`src/rtl/cap_stop_pkg.sv`:
```
package cap_stop_pkg;
   localparam int DATA_W = 32;

   localparam logic [11:0] A_SRST   = 12'h00C;
   localparam logic [11:0] A_IRQEN  = 12'h004;
   localparam logic [11:0] A_IRQST  = 12'h008;
   localparam logic [11:0] A_PTRS   = 12'h168;
   localparam logic [11:0] A_STOP   = 12'h174;
   localparam logic [11:0] A_STOPOK = 12'h178;
   localparam logic [11:0] A_RUN    = 12'h200;
   localparam logic [11:0] A_STAT   = 12'h254;

   localparam int BUSY_BIT  = 2;
   localparam int RPTR_LSB  = 16;

   typedef struct packed {
      logic run_en;
      logic release_n;
      logic irq_en;
      logic stop_req;
   } ctl_t;
endpackage

```
`src/rtl/cap_front.sv`:
```
module cap_front #(
   parameter int PTR_W      = 8,
   parameter int FIFO_DEPTH = 16
) (
   input  logic             clk,
   input  logic             rst_n,
   input  logic             soft_rst,
   input  logic             run_en,
   input  logic             frame_start,
   input  logic             frame_end,
   input  logic             pix_valid,
   input  logic [PTR_W-1:0] rptr,
   output logic [PTR_W-1:0] wptr,
   output logic             busy,
   output logic             frame_done
);
   localparam logic [PTR_W-1:0] DEPTH_V = PTR_W'(FIFO_DEPTH);

   logic [PTR_W-1:0] fill;
   logic             full;
   logic             push;

   assign fill       = wptr - rptr;
   assign full       = (fill == DEPTH_V);
   assign push       = pix_valid && busy && !full;
   assign frame_done = frame_end && busy && !soft_rst;

   always_ff @(posedge clk or negedge rst_n) begin
      if (!rst_n) begin
         busy <= 1'b0;
         wptr <= '0;
      end else if (soft_rst) begin
         busy <= 1'b0;
         wptr <= '0;
      end else begin
         if (frame_end)
            busy <= 1'b0;
         else if (frame_start && run_en)
            busy <= 1'b1;
         if (push)
            wptr <= wptr + 1'b1;
      end
   end
endmodule

```
`src/rtl/bus_drain.sv`:
```
module bus_drain #(
   parameter int PTR_W   = 8,
   parameter int MAX_OUT = 4,
   parameter int OUT_W   = 3
) (
   input  logic             clk,
   input  logic             rst_n,
   input  logic             soft_rst,
   input  logic             stop_req,
   input  logic [PTR_W-1:0] wptr,
   input  logic             bus_gnt,
   input  logic             bus_resp,
   output logic             bus_req,
   output logic [PTR_W-1:0] rptr,
   output logic [OUT_W-1:0] out_cnt,
   output logic             stop_ack
);
   localparam logic [OUT_W-1:0] OUT_LIM = OUT_W'(MAX_OUT);

   logic             issue;
   logic             retire;
   logic [OUT_W-1:0] out_nxt;

   assign bus_req = !soft_rst && !stop_req && (wptr != rptr) && (out_cnt < OUT_LIM);
   assign issue   = bus_req && bus_gnt;
   assign retire  = bus_resp && (out_cnt != '0);

   always_comb begin
      out_nxt = out_cnt;
      if (issue)
         out_nxt = out_nxt + 1'b1;
      if (retire)
         out_nxt = out_nxt - 1'b1;
   end

   always_ff @(posedge clk or negedge rst_n) begin
      if (!rst_n) begin
         rptr     <= '0;
         out_cnt  <= '0;
         stop_ack <= 1'b0;
      end else if (soft_rst) begin
         rptr     <= '0;
         out_cnt  <= '0;
         stop_ack <= 1'b0;
      end else begin
         if (issue)
            rptr <= rptr + 1'b1;
         out_cnt  <= out_nxt;
         stop_ack <= stop_req && (out_nxt == '0) && !issue;
      end
   end
endmodule

```
`src/rtl/cap_csr.sv`:
```
module cap_csr
   import cap_stop_pkg::*;
#(
   parameter int ADDR_W = 12,
   parameter int PTR_W  = 8
) (
   input  logic              clk,
   input  logic              rst_n,
   input  logic              we,
   input  logic [ADDR_W-1:0] addr,
   input  logic [DATA_W-1:0] wdata,
   output logic [DATA_W-1:0] rdata,
   input  logic              frame_done,
   input  logic              busy,
   input  logic [PTR_W-1:0]  wptr,
   input  logic [PTR_W-1:0]  rptr,
   input  logic              stop_ack,
   output ctl_t              ctl,
   output logic              irq
);
   logic frame_pend;
   logic unused_wbits;

   assign unused_wbits = ^wdata[DATA_W-1:1];
   assign irq          = frame_pend && ctl.irq_en;

   always_ff @(posedge clk or negedge rst_n) begin
      if (!rst_n) begin
         ctl        <= '0;
         frame_pend <= 1'b0;
      end else begin
         if (we && addr == ADDR_W'(A_RUN))   ctl.run_en    <= wdata[0];
         if (we && addr == ADDR_W'(A_SRST))  ctl.release_n <= wdata[0];
         if (we && addr == ADDR_W'(A_IRQEN)) ctl.irq_en    <= wdata[0];
         if (we && addr == ADDR_W'(A_STOP))  ctl.stop_req  <= wdata[0];
         if (frame_done)
            frame_pend <= 1'b1;
         else if (we && addr == ADDR_W'(A_IRQST) && wdata[0])
            frame_pend <= 1'b0;
      end
   end

   always_comb begin
      rdata = '0;
      unique case (addr)
         ADDR_W'(A_RUN):    rdata[0] = ctl.run_en;
         ADDR_W'(A_SRST):   rdata[0] = ctl.release_n;
         ADDR_W'(A_IRQEN):  rdata[0] = ctl.irq_en;
         ADDR_W'(A_IRQST):  rdata[0] = frame_pend;
         ADDR_W'(A_STOP):   rdata[0] = ctl.stop_req;
         ADDR_W'(A_STOPOK): rdata[0] = stop_ack;
         ADDR_W'(A_STAT):   rdata[BUSY_BIT] = busy;
         ADDR_W'(A_PTRS): begin
            rdata[PTR_W-1:0]                 = wptr;
            rdata[RPTR_LSB +: PTR_W]         = rptr;
         end
         default:           rdata = '0;
      endcase
   end
endmodule

```
`src/rtl/cap_stop_seq.sv`:
```
module cap_stop_seq
   import cap_stop_pkg::*;
#(
   parameter int ADDR_W     = 12,
   parameter int PTR_W      = 8,
   parameter int FIFO_DEPTH = 16,
   parameter int MAX_OUT    = 4
) (
   input  logic              clk,
   input  logic              rst_n,
   input  logic              reg_we,
   input  logic [ADDR_W-1:0] reg_addr,
   input  logic [31:0]       reg_wdata,
   output logic [31:0]       reg_rdata,
   input  logic              frame_start,
   input  logic              frame_end,
   input  logic              pix_valid,
   output logic              bus_req,
   input  logic              bus_gnt,
   input  logic              bus_resp,
   output logic              irq
);
   localparam int OUT_W = $clog2(MAX_OUT + 1);

   generate
      if (PTR_W < 2 || PTR_W > 8) begin : g_bad_ptr
         $error("PTR_W must be 2..8 to fit the pointer register fields");
      end
      if (FIFO_DEPTH < 1 || FIFO_DEPTH >= (1 << PTR_W)) begin : g_bad_depth
         $error("FIFO_DEPTH must be 1..2**PTR_W-1");
      end
      if (MAX_OUT < 1) begin : g_bad_out
         $error("MAX_OUT must be at least 1");
      end
      if (ADDR_W < 10) begin : g_bad_addr
         $error("ADDR_W too small for the register offsets");
      end
   endgenerate

   ctl_t             ctl;
   logic             soft_rst;
   logic             busy;
   logic             frame_done;
   logic             stop_ack;
   logic [PTR_W-1:0] wptr;
   logic [PTR_W-1:0] rptr;
   logic [OUT_W-1:0] out_cnt;

   assign soft_rst = !ctl.release_n;

   cap_csr #(.ADDR_W(ADDR_W), .PTR_W(PTR_W)) u_csr (
      .clk(clk), .rst_n(rst_n), .we(reg_we), .addr(reg_addr),
      .wdata(reg_wdata), .rdata(reg_rdata), .frame_done(frame_done),
      .busy(busy), .wptr(wptr), .rptr(rptr), .stop_ack(stop_ack),
      .ctl(ctl), .irq(irq));

   cap_front #(.PTR_W(PTR_W), .FIFO_DEPTH(FIFO_DEPTH)) u_front (
      .clk(clk), .rst_n(rst_n), .soft_rst(soft_rst), .run_en(ctl.run_en),
      .frame_start(frame_start), .frame_end(frame_end), .pix_valid(pix_valid),
      .rptr(rptr), .wptr(wptr), .busy(busy), .frame_done(frame_done));

   bus_drain #(.PTR_W(PTR_W), .MAX_OUT(MAX_OUT), .OUT_W(OUT_W)) u_drain (
      .clk(clk), .rst_n(rst_n), .soft_rst(soft_rst), .stop_req(ctl.stop_req),
      .wptr(wptr), .bus_gnt(bus_gnt), .bus_resp(bus_resp), .bus_req(bus_req),
      .rptr(rptr), .out_cnt(out_cnt), .stop_ack(stop_ack));
endmodule

```
`config.mk`:
```
export PLATFORM = sky130hd
export DESIGN_NAME = cap_stop_seq
export DESIGN_NICKNAME = d
export VERILOG_FILES = /design/src/rtl/cap_stop_pkg.sv /design/src/rtl/cap_front.sv /design/src/rtl/bus_drain.sv /design/src/rtl/cap_csr.sv /design/src/rtl/cap_stop_seq.sv
export SDC_FILE = /design/constraint.sdc
export NUM_CORES = 1
export LEC_CHECK = 0
export BUFFER_PORTS_ARGS = -buffer_cell sky130_fd_sc_hd__buf_2
export CAP_MARGIN = 5
export CORE_UTILIZATION = 52
export CTS_CLUSTER_SIZE = 28
export DETAILED_ROUTE_END_ITERATION = 7
export HOLD_SLACK_MARGIN = 0.03
export PLACE_DENSITY = 0.85
export SYNTH_ARGS = -nofsm -noshare
export SYNTH_HDL_FRONTEND = slang
export SYNTH_SLANG_ARGS = --single-unit
```
`constraint.sdc`:
```
create_clock -name clk -period 4.2 [get_ports clk]
set_input_delay 0.84 -clock clk [delete_from_list [all_inputs] [get_ports clk]]
set_output_delay 0.84 -clock clk [all_outputs]
set_load 0.005 [all_outputs]
```
After elaboration in Yosys (flattened, before gate mapping)
Cells that the tools add are included. Widths: inputs -> output; s select.

$add $sub $neg: 5. Magnitude comparators: 1. Equal/unequal tests: 13. Multiplexer cells: 18. Reductions and logical operators: 25.

Operators by type and width (number): $mux 8 (5); $eq 12x9->1 const B (3); $eq 12x10->1 const B (2); $eq 12x4->1 const B (2); $logic_and 1x1->1 (19); $add 8x1->8 const B (2); $eq 12x3->1 const B (1); $mux 3 (3); $eq 8x5->1 const B (1); $ne 8x8->1 (1); $sub 8x8->8 (1); $mux 1 (7); $pmux 1 s7 (1); $mux 5 (1); $ne 2x1->1 const B (2); $add 3x1->3 const B (1); $logic_not 1->1 (3); $logic_not 3->1 (1); $lt 3x3->1 const B (1); $ne 3x2->1 const B (1); $reduce_bool 3->1 (1); $sub 3x1->3 const B (1); $pmux 1 s2 (1); $reduce_bool 2->1 (1).

Register bits after elaboration: 26. Input port bits: 52. Word-level logic and storage cells: 72.

Logic depth before layout (Yosys ltp)
Gate-level depths: netlist (run 1).

Depth after elaboration: 12. Depth in mapped cells: 10. Mapped depth without buffers: 10.

By module
Synthesis (run 1) repeated with hierarchy kept, for this count alone.

Cell total of the unflattened synthesis: 263. Area, all modules: 2289.7 um^2.

Modules (own cells, without submodules): bus_drain (instances 1, cells an instance 87, area an instance 838.3 um^2); cap_front (instances 1, cells an instance 98, area an instance 807.0 um^2); cap_csr (instances 1, cells an instance 77, area an instance 640.6 um^2); cap_stop_seq (instances 1, cells an instance 1, area an instance 3.8 um^2).

Worst setup path before layout (run 1)
OpenSTA, ideal clock, no wires.

Path kind: input -> output. Start: input reg_addr[1]. End: output reg_rdata[0]. Arrival: 2119 ps. Data required time: 3360 ps. Slack: 1241 ps. Stages on the path: 5. Buffers on the path: 0. Cells stage by stage: nor4b_1 nand2_1 nor2_1 a221oi_1 o21ai_1.

Longest elaborated chain between the ends: 2.

RTL lines: start, declared (RTL line cap_stop_seq.sv:12) `input logic [ADDR_W-1:0] reg_addr,`; $eq 12x9->1 (tied with other cells) (RTL line cap_csr.sv:45) `unique case (addr)`; $pmux 1 s7 (*) (RTL line cap_csr.sv:45); end, declared (RTL line cap_stop_seq.sv:14) `output logic [31:0] reg_rdata,`.

Mark *: on every way between the ends. The rest lies on a longest branch, timed or not.

Final worst setup path (run 1)
Start: input reg_addr[9]. End: output reg_rdata[1].

Longest elaborated chain between the ends: 2.

RTL lines (RTL line): $eq 12x9->1 (cap_csr.sv:45); $mux 1 (cap_csr.sv:45).

Every way passes these cells.

==> results of run 1 <==
[cells in the mapped netlist (all sizes together) (2+ instances only)]
cell type  count
mux2i          3
or4            3
nand4          8
o31ai          5
and3           2
nor2b          3
nor3          14
a32o           2
nand2b         2
nand2         19
mux2           4
nor4b          2
nand3          7
nor2          14
ha            12
dfrtp         26
nor4           2
o21ai          6
xnor2          9
o2111ai        2
a2111oi        2
clkbuf         4
a22o           2
buf           17
or3            5
inv           14
a21oi         16
and2          13
xor2           5
o211ai         2
[power groups by stage]
stage | clock [mW] | sequential, mW | combinational [mW]
after global routing | 0.156 | 0.251 | 0.0322
after floorplan | 0 | 0.255 | 0.0195
after CTS | 0.149 | 0.251 | 0.0278
after global placement | 0 | 0.256 | 0.0273
after detailed placement | 0 | 0.256 | 0.0278
final | 0.142 | 0.251 | 0.0277
[final cells by class]
type | count | area (um^2) | area share, %
Tap cell | 48 | 60.1 | 2.60
Timing Repair Buffer | 40 | 205 | 8.87
Multi-Input combinational cell | 191 | 1300 | 56.3
Inverter | 14 | 52.6 | 2.27
Sequential cell | 26 | 651 | 28.1
Clock buffer | 3 | 41.3 | 1.79
[through the flow]
stage | hold WS [ns] | area (um^2) | power, mW | setup slack (ns) | utilization [%]
after floorplan | 0.480 | 2150 | 0.275 | 1.24 | -
after global placement | 0.504 | 2270 | 0.283 | 1.10 | 60.2
after detailed placement | 0.518 | 2270 | 0.283 | 1.09 | 60.2
after CTS | 0.541 | 2310 | 0.428 | 1.09 | 61.3
after global routing | 0.564 | 2310 | 0.439 | 0.916 | 61.3
final | 0.535 | 2310 | 0.421 | 1.07 | 61.3
[routing by layer]
layer	wire length, um	part of all wire, %	vias to the layer above	track usage, %
li1	-	-	899	-
met1	2150	48	860	31.3
met2	2070	46	56	36.5
met3	204	4.6	5	4.34
met4	38	0.85	0	4.89
met5	0	0	-	0
[critical path, delay by kind of cell]
kind / cells / cell delay [ns]
buf+inv: 3 / 0.41
simple gates: 5 / 1.05
[layout by cell type (no fill, tap or decap), types with 3 or more instances in the layout]
master    count
xnor2_1       9
mux2_2        3
nor2b_1       3
o21ai_1       3
nand2_1      18
o21ai_0       3
xor2_1        5
a21oi_2       5
a21oi_1      11
o31ai_1       4
clkbuf_8      3
nor2_1       13
nor3_1       14
or4_1         3
ha_1         12
inv_1        14
and2_1       12
dfrtp_1      26
mux2i_1       3
nand3_1       7
buf_2        38
conb_1       16
nand4_1       8
[registers in the layout (all words and copies together) (netlist names)]
register          count
u_drain.stop_ack      1
u_front.wptr          8
u_csr.frame_pend      1
u_front.busy          1
u_drain.rptr          8
u_drain.out_cnt       3
u_csr.ctl             4
[logic make-up (layout without fill, tap and decap cells)]
| group | count (synthesis) | after routing | share of synthesized area [%] |
|---|---|---|---|
| XOR/XNOR | 14 | 14 | 5.85 |
| adder cells (fa/ha/maj) | 12 | 12 | 7.16 |
| AND/OR/NAND/NOR | 100 | 100 | 26.7 |
| flip-flops | 26 | 26 | 31.0 |
| AO/OA/AOI/OAI | 42 | 42 | 15.9 |
| other | 1 | 16 | 0.179 |
| buffers and inverters | 35 | 57 | 9.55 |
| multiplexers | 7 | 7 | 3.58 |
[worst max-delay path by stage]
stage | start | to | slack [ns] | depth (start not counted)
after floorplan | reg_addr[1] | reg_rdata[0] | 1.24 | 5
after global placement | reg_addr[9] | reg_rdata[1] | 1.10 | 8
after detailed placement | reg_addr[9] | reg_rdata[1] | 1.09 | 8
after CTS | reg_addr[9] | reg_rdata[1] | 1.09 | 8
after global routing | reg_addr[9] | reg_rdata[1] | 0.92 | 8
final | reg_addr[9] | reg_rdata[1] | 1.07 | 8
==> summary.md, run 1 <==
| Metric | Value |
|---|---|
| Status | complete, no violations |
| Power Dens Cells | approximately 180 mW/mm^2 |
| Cts hold-fix bufs | 0 |
| # DRC | 0 |
| Setup bufs post-CTS | 0 |
| CP max-delay cell | or3_1 |
| Worst EP arrival | ~2.3 ns |
| Slew HR | 50.3% |
| Period utilization | approximately three quarters |
| Min cycle time layout | between 3 and 4 ns |
| Post-Syn Area | roughly 0.0021 mm^2 |
| Mean area per synthesized cell | roughly 8.8 um^2 |
| Critical path startpoint category | input port |
| Max_cap viols | 0 |
| Max Slew Vio Count | 0 |
| CTS tree | done |
| Sw Pwr | 0.0967 mW |
| Top post-synthesis cells by area | dfrtp_1 31%, ha_1 7.2%, buf_4 5.7% |
| Core Area | between 0.003 and 0.004 mm^2 |
| 1st-iter DRT viols | 88 |
| Placed Cells incl. Taps | 319 |
| Fillcell total | 346 |
| Synth warn | 0 |
| Largest net degree at the start of global routing | 27 |
| FF+latch count, synth | 26 |
| Power Internal | 0.324 mW |
| Setup violations, final | 0 |
| Vias per cell | 5.65 |
| Buffers on Ports | 38 |
| Layout cell share with drive strength beyond 1 | 22.6% |
| Clk sink count | 26 |
| Initial Util | 55.6% |
| Worst Reg-to-Reg Cells | 10 |
| Global route overflow | 0 |
| Max H-tree Level | 1 |
| Slew @ Worst Pin | around 0.75 ns |
| Hold path depth | 1 |
| Clk Latency, worst-skew pair | approximately 0.27 ns |
| Critical path capture point type | primary output |
| Initial antenna violation count | 0 |
| R2R Path Start | u_drain.rptr[3]$_DFFE_PN0P_ |
| Nets@finish | 340 |
| Antenna diode count | 0 |
| Crit path required time | 3.36 ns |
| Post_cts resized | 0 |
| TNS Setup | 0 ns |
| Hold WC Path Type | flop to flop |
| EDFF count, synth | 0 |
| Sequential area share after synthesis | 31.0% |
| Clock transition at the registers of the reported paths | 0.08 ns |
| WL final | 4.46 mm |
| Synth cell types | 55 |
| Layout Cells excl Fill | 322 |
| FF-to-FF End | u_drain.stop_ack$_DFF_PN0_ |
| Clk buf depth | 2 |
| Worst ir drop on vdd | 0.174 mV |
| Area grow syn2layout | 10.3% |
| Critical Path Max Stage Delay | between 0.3 and 0.4 ns |
| Final Wtd Congestion | 0.875 |
| Clock power share | approximately a third |
| Min-delay src | u_csr.ctl[1]$_DFFE_PN0P_ |
| Final HPWL DP | about 3.4 mm |
| Global Route Usage Sum | 22.6% |
| Die X | 65.5 um |
| DR pass1 iterations | 4 |
| Leakage power | approximately 1.0 nW |
| Die Ht | 65.5 um |
| Sequential group share of total power | 59.6% |
| Register-to-Register Setup Slack | 1.32 ns |
| Vias in the first global route | 1652 |
| Antenna-violating nets left | 0 |
| Vias | 1820 |
| Fin. Hold Viols | 0 |
| Core Rows | 22 |
| Synth area leader | dfrtp_1 |
| Logic pwr share | 6.6% |
| Predominant post-synthesis flop cell | dfrtp_1 |
| Io pins | 86 |
| First-pass GRT wire length | roughly 7.5 mm |
| Hold endpoint | u_csr.ctl[1]$_DFFE_PN0P_ |
| Clock root buffer | clkbuf_8 |
| Mapped Cells | 237 |
| Clk_skew | roughly 0.0045 ns |
| Switching Share | 23.0% |
| Average routed wire per standard cell | 13.9 um |
| Synth top area share | 31.0% |
| Crit-path max FO | 9 |
| Die ar. | 0.00429 mm^2 |
| RSZ-0062 raised after global routing | no |
| FFs w/ async S/R, synth | 100% |
| Max Clk Rate | 319 MHz |
| CTS buffer count | 3 |
| CP Class | input port to primary output |
| Critical path, cell by cell | buf_2 -> or3_1 -> nor2_1 -> nand2_1 -> nor2_1 -> buf_4 -> and2_1 -> buf_2 |
Power figures use the tool's default switching activity.
==> inputs of run 2 (changes only) <==
--- a/config.mk
+++ b/config.mk
@@ -7,11 +7,11 @@
 export LEC_CHECK = 0
 export BUFFER_PORTS_ARGS = -buffer_cell sky130_fd_sc_hd__buf_2
 export CAP_MARGIN = 5
-export CORE_UTILIZATION = 52
+export CORE_UTILIZATION = 49
 export CTS_CLUSTER_SIZE = 28
 export DETAILED_ROUTE_END_ITERATION = 7
 export HOLD_SLACK_MARGIN = 0.03
-export PLACE_DENSITY = 0.85
+export PLACE_DENSITY = 0.81
 export SYNTH_ARGS = -nofsm -noshare
 export SYNTH_HDL_FRONTEND = slang
 export SYNTH_SLANG_ARGS = --single-unit
==> constraint.sdc (replaced) <==
create_clock -name clk -period 3.19 [get_ports clk]
set_input_delay 0.638 -clock clk [delete_from_list [all_inputs] [get_ports clk]]
set_output_delay 0.638 -clock clk [all_outputs]
set_load 0.005 [all_outputs]
==> run 2 against run 1 <==
Effect of this change: power increased by 39%; sequential power up 31%; critical path depth stayed put.
==> summary.md, run 2 (same netlist as run 1, synthesis figures left out) <==
| Metric | Value |
|---|---|
| Max Clk Rate | 364 MHz |
| Multi-input gate area | 0.00130 mm^2 (unchanged) |
| Post_cts resized | 0 (unchanged) |
| Worst ir drop on vdd | 0.344 mV (+98%) |
| Crit path required time | 3.34 ns (-0.02 ns) |
| Die X | 67.4 um (+2.9%) |
| Power Dens Cells | 250 mW/mm^2 (+37%) |
| Reg area | 651 um^2 (unchanged) |
| Antenna diode count | 0 (unchanged) |
| Layout cell share with drive strength beyond 1 | 23.2% (+0.56 points) |
| CTS buffer count | 3 (unchanged) |
| Most frequent cells in the layout | 38 x buf_2, 26 x dfrtp_1, 18 x nand2_1, 16 x conb_1 |
| DR pass1 iterations | 4 (unchanged) |
| Area grow syn2layout | 11.4% |
| Critical path startpoint category | flop |
| Clk_skew | 0.00528 ns (+0.000794 ns) |
| Clk sink count | 26 (unchanged) |
| Critical path capture point type | flop |
| Core Area | 0.00406 mm^2 (+7.6%) |
| Die Ht | 67.4 um (+2.9%) |
| Vias | 1834 (+0.77%) |
| Max_cap viols | 0 (unchanged) |
| Core Rows | 23 (+4.5%) |
| Status | complete, no violations |
| Largest regs | u_drain.rptr x8, u_front.wptr x8, u_csr.ctl x4 |
| Nets@finish | 341 (+0.29%) |
| Antenna-violating nets left | 0 (unchanged) |
| Min cycle time layout | 2.74 ns |
| Buffers on Ports | 38 (unchanged) |
| Worst EP arrival | 2.89 ns (+0.60 ns) |
| Max H-tree Level | 1 (unchanged) |
| Setup bufs post-CTS | 0 (unchanged) |
| Clk Latency, worst-skew pair | 0.28 ns (about the same) |
| Fin. Hold Viols | 0 (unchanged) |
| Hold WC Path Type | input port to asynchronous set/reset pin |
| Register-to-Register Setup Slack | 0.45 ns (-0.87 ns) |
| WL final | 4.40 mm (-1.3%) |
| First-pass GRT wire length | 7.00 mm (-7.1%) |
| Final HPWL DP | 3.41 mm (-0.14%) |
| Vias in the first global route | 1572 (-4.8%) |
| Layout Cells excl Fill | 326 (+1.2%) |
| Commonest non-fill, non-tap cell in the layout | buf_2 |
| Clock root buffer | clkbuf_8 |
| Fillcell total | 353 (+2.0%) |
| Vias per cell | 5.63 (-0.47%) |
| RSZ-0062 raised after global routing | no |
| Slew @ Worst Pin | 0.739 ns (-0.00635 ns) |
| Worst Reg-to-Reg Cells | 8 (-2) |
| Clk buf depth | 2 (unchanged) |
| Placed Cells incl. Taps | 322 (+0.94%) |
| Global route overflow | 0 (unchanged) |
| TNS Setup | 0 ns (unchanged) |
| Crit-path max FO | 13 (+4) |
| Leakage power | 1.03 nW (+1.1%) |
| Initial antenna violation count | 0 (unchanged) |
| Largest net degree at the start of global routing | 27 (unchanged) |
| Final Wtd Congestion | 0.873 (-0.17%) |
| Initial Util | 51.7% (-3.9 points) |
| Total power | 0.584 mW (+39%) |
| Die ar. | 0.00455 mm^2 (+5.9%) |
| Max Slew Vio Count | 0 (unchanged) |
| Io pins | 86 (unchanged) |
| Slew HR | 50.8% (+0.42 points) |
| 1st-iter DRT viols | 80 (-9.1%) |
| Global Route Usage Sum | 20.2% (-2.4 points) |
| Cts hold-fix bufs | 0 (unchanged) |
| Average routed wire per standard cell | 13.5 um (-2.5%) |
| Setup violations, final | 0 (unchanged) |
| Core Util, Final | 57.6% (-3.7 points) |
| CTS tree | done |
| # DRC | 0 (unchanged) |
| CP Class | flop to flop |
| Clock transition at the registers of the reported paths | 0.09 ns (about the same) |
| Period utilization | 86.0% |
[run 2: changes by cell type in the layout (fill, tap and decap cells not counted)]
cell,delta
clkbuf_8,+1
buf_4,+1
[run 2: through the flow]
stage / cell area [um^2] / setup WS [ns] / hold WS (ns)
after floorplan: 2150 / 0.635 / 0.342
after global placement: 2280 / 0.498 / 0.500
after detailed placement: 2280 / 0.488 / 0.512
after CTS: 2340 / 0.441 / 0.372
after global routing: 2340 / 0.294 / 0.398
final: 2340 / 0.446 / 0.364
[run 2: layout make-up]
type | count | share of cell area [%]
Inverter | 14 | 2.25
Clock buffer | 4 | 2.36
Tap cell | 50 | 2.68
Multi-Input combinational cell | 191 | 55.8
Sequential cell | 26 | 27.9
Timing Repair Buffer | 41 | 9.11
[run 2: per-layer routing]
| layer | vias to the layer above | GRT usage (%) | wire (um) |
|---|---|---|---|
| met5 | - | 0 | 0 |
| met1 | 874 | 27.8 | 2070 |
| li1 | 899 | - | - |
| met4 | 0 | 3.72 | 44 |
| met2 | 55 | 33.3 | 2090 |
| met3 | 6 | 3.55 | 194 |
[run 2: worst max-delay path, stage by stage, from the launching register on]
cell,delay [ns]
dfrtp_1,0.40
inv_1,0.11
ha_1,0.39
a21oi_2,0.21
a21oi_1,0.11
or3_4,0.36
a2111oi_4,0.74
or3_2,0.25
a21oi_2,0.05
[run 2: path summary, 6_finish.rpt]
| check | start | endpoint |
|---|---|---|
| setup / recovery | u_drain.rptr[2]$_DFFE_PN0P_ | u_front.wptr[4]$_DFFE_PN0P_ |
| hold / removal | rst_n | u_csr.ctl[1]$_DFFE_PN0P_ |
| setup reg to reg | u_drain.rptr[2]$_DFFE_PN0P_ | u_front.wptr[4]$_DFFE_PN0P_ |
| hold reg to reg | u_csr.ctl[1]$_DFFE_PN0P_ | u_csr.ctl[1]$_DFFE_PN0P_ |
| max in group asynchronous | rst_n | u_drain.rptr[1]$_DFFE_PN0P_ |
| min in group clk | frame_end | u_front.busy$_DFFE_PN0P_ |
[run 2: where the power goes]
group          internal [mW]  switching [mW]
sequential             0.329        0.000418
combinational         0.0123          0.0247
clock                  0.111           0.107
total                  0.452           0.132
